==> src/rtl/wrbp_pkg.sv <==
package wrbp_pkg;
  // Where a committed word lands.
  typedef enum logic {
    TGT_LIVE = 1'b0,
    TGT_BUF  = 1'b1
  } wrbp_tgt_e;

  localparam int NUM_TGT = 2;
endpackage

==> src/rtl/wrbp_rst_sync.sv <==
module wrbp_rst_sync #(
  parameter int STAGES = 2
) (
  input  logic clk,
  input  logic rst_n_async,
  output logic rst_n_sync
);
  logic [STAGES-1:0] sync_q;
  logic [STAGES-1:0] sync_d;

  always_comb begin
    sync_d = {sync_q[STAGES-2:0], 1'b1};
  end

  always_ff @(posedge clk or negedge rst_n_async) begin
    if (!rst_n_async) sync_q <= '0;
    else              sync_q <= sync_d;
  end

  assign rst_n_sync = sync_q[STAGES-1];
endmodule

==> src/rtl/wrbp_en_reg.sv <==
module wrbp_en_reg #(
  parameter int W = 8
) (
  input  logic         clk,
  input  logic         rst_n,
  input  logic         en,
  input  logic [W-1:0] d,
  output logic [W-1:0] q
);
  logic [W-1:0] q_next;

  always_comb begin
    q_next = q;
    if (en) q_next = d;
  end

  always_ff @(posedge clk or negedge rst_n) begin
    if (!rst_n) q <= '0;
    else        q <= q_next;
  end
endmodule

==> src/rtl/wrbp_rd_mux.sv <==
module wrbp_rd_mux #(
  parameter int BUS_W = 8
) (
  input  logic [2*BUS_W-1:0] word,
  input  logic               sel_hi,
  output logic [BUS_W-1:0]   byte_o
);
  always_comb begin
    if (sel_hi) byte_o = word[2*BUS_W-1:BUS_W];
    else        byte_o = word[BUS_W-1:0];
  end
endmodule

==> src/rtl/wide_reg_byte_port.sv <==
module wide_reg_byte_port
  import wrbp_pkg::*;
#(
  parameter int BUS_W     = 8,
  parameter int RST_STAGE = 2
) (
  input  logic                 clk,
  input  logic                 rst_n,
  input  logic                 dbuf_en,
  input  logic                 wr_hi,
  input  logic                 wr_lo,
  input  logic [BUS_W-1:0]     wdata,
  input  logic                 rd_hi,
  output logic [BUS_W-1:0]     rdata,
  output logic [2*BUS_W-1:0]   live_q,
  output logic [2*BUS_W-1:0]   buf_q
);
  localparam int WORD_W = 2 * BUS_W;

  logic              rst_n_sync;
  logic [BUS_W-1:0]  hold_q;
  logic [WORD_W-1:0] commit_word;
  logic [WORD_W-1:0] tgt_q [NUM_TGT];
  logic [WORD_W-1:0] rd_word;
  wrbp_tgt_e         commit_tgt;

  wrbp_rst_sync #(.STAGES(RST_STAGE)) u_rst_sync (
    .clk         (clk),
    .rst_n_async (rst_n),
    .rst_n_sync  (rst_n_sync)
  );

  // Upper byte parks here; only wr_hi changes it.
  wrbp_en_reg #(.W(BUS_W)) u_hold (
    .clk   (clk),
    .rst_n (rst_n_sync),
    .en    (wr_hi),
    .d     (wdata),
    .q     (hold_q)
  );

  always_comb begin
    commit_tgt  = dbuf_en ? TGT_BUF : TGT_LIVE;
    // hold_q is the registered value, so a same-cycle wr_hi is not seen here.
    commit_word = {hold_q, wdata};
  end

  for (genvar g = 0; g < NUM_TGT; g++) begin : g_tgt
    localparam wrbp_tgt_e THIS_TGT = (g == 0) ? TGT_LIVE : TGT_BUF;
    logic tgt_en;

    always_comb begin
      tgt_en = wr_lo && (commit_tgt == THIS_TGT);
    end

    wrbp_en_reg #(.W(WORD_W)) u_word (
      .clk   (clk),
      .rst_n (rst_n_sync),
      .en    (tgt_en),
      .d     (commit_word),
      .q     (tgt_q[g])
    );
  end

  always_comb begin
    live_q  = tgt_q[0];
    buf_q   = tgt_q[1];
    rd_word = dbuf_en ? buf_q : live_q;
  end

  wrbp_rd_mux #(.BUS_W(BUS_W)) u_rd_mux (
    .word   (rd_word),
    .sel_hi (rd_hi),
    .byte_o (rdata)
  );
endmodule

==> config.mk <==
export PLATFORM = sky130hd
export DESIGN_NAME = wide_reg_byte_port
export DESIGN_NICKNAME = d
export VERILOG_FILES = /design/src/rtl/wrbp_pkg.sv /design/src/rtl/wrbp_rst_sync.sv /design/src/rtl/wrbp_en_reg.sv /design/src/rtl/wrbp_rd_mux.sv /design/src/rtl/wide_reg_byte_port.sv
export SDC_FILE = /design/constraint.sdc
export NUM_CORES = 1
export LEC_CHECK = 0
export ABC_AREA = 1
export BUFFER_PORTS_ARGS = -buffer_cell sky130_fd_sc_hd__buf_2
export CAP_MARGIN = 20
export CORE_ASPECT_RATIO = 1.4
export CORE_MARGIN = 5
export CORE_UTILIZATION = 52
export CTS_CLUSTER_DIAMETER = 50
export CTS_CLUSTER_SIZE = 8
export DETAILED_ROUTE_END_ITERATION = 6
export PLACE_DENSITY = 0.85
export SYNTH_ARGS = -nofsm -noshare
export SYNTH_HDL_FRONTEND = slang
export SYNTH_SLANG_ARGS = --single-unit
==> constraint.sdc <==
create_clock -name clk -period 1.92 [get_ports clk]
set_clock_uncertainty 0.2 [all_clocks]
set_input_delay 0.192 -clock clk [delete_from_list [all_inputs] [get_ports clk]]
set_output_delay 0.192 -clock clk [all_outputs]
set_load 0.01 [all_outputs]
==> results.sh <==
export IMPL_viasPerCell=4.90
export IMPL_wirelength_mm=4.61
export IMPL_tightest_slew_ns=0.504
export IMPL_grt_pass1_vias=1692
export IMPL_track_usage_pct=19.0
export IMPL_nets=315
export IMPL_synth_xor_area_share_pct=0
export IMPL_powerDensity_mw_per_mm2=899
export IMPL_fin_crit_ns=1.50
export IMPL_postRouteAntennaNets=0
export IMPL_area_growth_pct=19.6
export IMPL_rsz0062_at_grt="false"
export IMPL_sequentialPowerShare_pct=47.6
export IMPL_whs_ns=0.0418
export IMPL_yosys_mux_area_fraction_pct=0
export IMPL_syn_nets=256
export IMPL_cts_clk_slew_worst_paths_ns=0.07
export IMPL_portBuffers=53
export IMPL_grt_max_degree=41
export IMPL_relSlewSlack_pct=66.4
export IMPL_required_ns=1.53
export IMPL_grt_overflow=0
export IMPL_num_vias=1691
export IMPL_synth_compound_area_share_pct=15.3
export IMPL_htree_levels=2
export IMPL_clkPwrFrac_pct=29.3
export IMPL_finalPower_mw=2.25
export IMPL_slew_viol_final=0
export IMPL_syn_inst=242
export IMPL_hold_path_class="primary input to asynchronous set/reset pin"
export IMPL_place_gp_congestion=0.756
export IMPL_fp_dieH_um=85.1
export IMPL_dp_cells=328
export IMPL_hold_violations=0
export IMPL_synthAdderAreaFrac_pct=0
export IMPL_path_buf_inv=2
export IMPL_avgSynthCellArea_um2=8.65
export IMPL_ys_seq_area_share_pct=50.2
export IMPL_std_cell_rows=27
export IMPL_cts_buffer_depth=2
export IMPL_maxCapViolCount=0
export IMPL_crit_slowest_cell="dfrtp_1"
export IMPL_clock_latency_ns=0.30
export IMPL_start_util_pct=53.4
export IMPL_dpl_hpwl_mm=3.22
export IMPL_synth_edf_count=0
export IMPL_grt_first_pass_wirelength_mm=8.24
export IMPL_arrival_ns=1.11
export IMPL_fin_cells=345
export IMPL_p_int_mw=1.56
export IMPL_synth_area_mm2=0.00209
export IMPL_dieArea_mm2=0.00542
export IMPL_dr_pass1_iters=4
export IMPL_synthSimpleGateAreaFrac_pct=19.5
export IMPL_synth_cell_type_count=14
export IMPL_slowest_delay_ns=0.41
export IMPL_core_mm2=0.00392
export IMPL_wl_per_cell_um=13.3
export IMPL_synth_flop_cell="dfrtp_1"
export IMPL_drive_gt1_share_pct=32.8
export IMPL_critical_path_endpoint_type="primary output"
export IMPL_run_status="complete, no violations"
export IMPL_finalSetupTns_ns=0
export IMPL_netlist_area_leader_share_pct=50.2
export IMPL_clock_sinks=42
export IMPL_drc=0
export IMPL_worst_path_max_fanout=3
export IMPL_numCtsBuffers=5
export IMPL_netlist_top_cell_by_area="dfrtp_1"
export IMPL_io_pins=54
export IMPL_power_leakage_nw=1.42
export IMPL_cp_cell_sequence="inv_1 -> nand2_1 -> nand3_1 -> nand2_1 -> buf_2"
export IMPL_synth_top_family_by_area="simple AND/OR/NAND/NOR gates"
export IMPL_switching_share_pct=30.6
export IMPL_p_sw_uw=690
export IMPL_finalSetupViolCount=0
export IMPL_post_route_period_util_pct=78.4
export IMPL_antenna_found_initial=0
export IMPL_ys_async_sr_fraction_pct=100
export IMPL_combPwrFrac_pct=23.1
export IMPL_synth_area_leaders="dfrtp_1 (50%), nand2_1 (14%), o21ai_2 (13%)"
export IMPL_crit_family="flip-flops"
export IMPL_dieWidth_um=63.6
export IMPL_cts_root_buf="clkbuf_8"
export IMPL_synth_top_cells_by_count="nand2_1 (78), inv_1 (49), dfrtp_1 (42)"
export IMPL_path_class="flip-flop to primary output"
export IMPL_yosysMostFrequentCell="nand2_1"
export IMPL_ys_warnings_count=0
export IMPL_vdd_drop_max_mv=0.642
export IMPL_final_core_util_pct=63.9
export IMPL_startpoint_type="flip-flop"
export IMPL_synth_seq_cells=42
export IMPL_drt_iter0_drc=50
export IMPL_insertedDiodeCount=0
export IMPL_cts_tree="yes"
export IMPL_fmax_ghz=0.665
export IMPL_path_common_cell="nand2_1"
==> what timing repair did <==
action	4_1_cts	5_1_grt
hold buffers	9	0
hold endpoints to repair	22	0
buffers inserted	0	0
resized for setup	0	0
endpoints found under the setup margin	0	0
==> cells in the final DEF (no fill, tap or decap) <==
| master | netlist | layout |
|---|---|---|
| inv_8 | 1 | 1 |
| nand2_4 | 2 | 2 |
| dlygate4sd3_1 | 0 | 9 |
| o21ai_2 | 32 | 32 |
| nand2_1 | 78 | 78 |
| clkbuf_8 | 0 | 8 |
| conb_1 | 1 | 1 |
| buf_2 | 2 | 53 |
| dfrtp_1 | 42 | 42 |
| o21ai_0 | 8 | 8 |
| nand2_2 | 2 | 2 |
| nand3_1 | 16 | 16 |
| buf_4 | 1 | 1 |
| inv_1 | 49 | 49 |
==> power groups by stage <==
| stage | clock network (mW) | registers [mW] | logic [mW] |
|---|---|---|---|
| global route | 0.718 | 1.09 | 0.590 |
| finish | 0.659 | 1.07 | 0.519 |
| global placement | 0 | 1.09 | 0.496 |
| CTS | 0.672 | 1.07 | 0.529 |
| detailed placement | 0 | 1.09 | 0.513 |
| floorplan | 0 | 1.13 | 0.291 |
==> area by class of cell <==
cell class | instances | area [um2]
well taps | 43 | 53.8
clock buffers | 8 | 110
multi-input cells | 139 | 732
inverters | 50 | 195
fillers | 360 | 1410
repair buffers | 63 | 363
flip-flops and latches | 42 | 1050
==> worst reg2reg max path: cells and delay by family, from the launching register on <==
kind	cells	cell delay, ns
flip-flops	1	0.39
AO/OA/AOI/OAI	1	0.11
buffers and inverters	1	0.14
==> per-stage QoR <==
step / cell area [um2] / setup slack [ns]
final: 2500 / 0.415
after global routing: 2500 / 0.295
after CTS: 2500 / 0.400
after detailed placement: 2300 / 0.429
after global placement: 2300 / 0.490
after floorplan: 2090 / 0.465
==> cell families after synthesis <==
group           after synthesis
simple gates                 98
buf+inv                      61
flops                        42
compound gates               40
other cells                   1
==> metal layers <==
metal	share of wire, %	GRT usage, %
met5	0	0
met2	52	30.8
met4	1.9	7.56
met1	40	24.1
met3	6.5	4.90
==> sequential cells by signal, indices dropped and copies added (netlist names) <==
name / cells
g_tgt.u_word.q: 32
u_hold.q: 8
u_rst_sync.sync_q: 2
==> worst paths after layout <==
check,slack [ns],end,cells past startpoint,from
setup / recovery,0.42,rdata[3],5,g_tgt[1].u_word.q[3]$_DFFE_PN0P_
min in group clk,0.08,u_hold.q[4]$_DFFE_PN0P_,3,wr_hi
hold reg to reg,0.09,g_tgt[0].u_word.q[10]$_DFFE_PN0P_,1,u_rst_sync.sync_q[1]$_DFF_PN0_
hold / removal,0.04,u_rst_sync.sync_q[1]$_DFF_PN0_,2,rst_n
max in group asynchronous,1.07,g_tgt[1].u_word.q[13]$_DFFE_PN0P_,1,u_rst_sync.sync_q[1]$_DFF_PN0_
setup reg to reg,0.95,u_hold.q[2]$_DFFE_PN0P_,2,u_hold.q[2]$_DFFE_PN0P_
No activity file was read; power rests on OpenSTA's default activity.
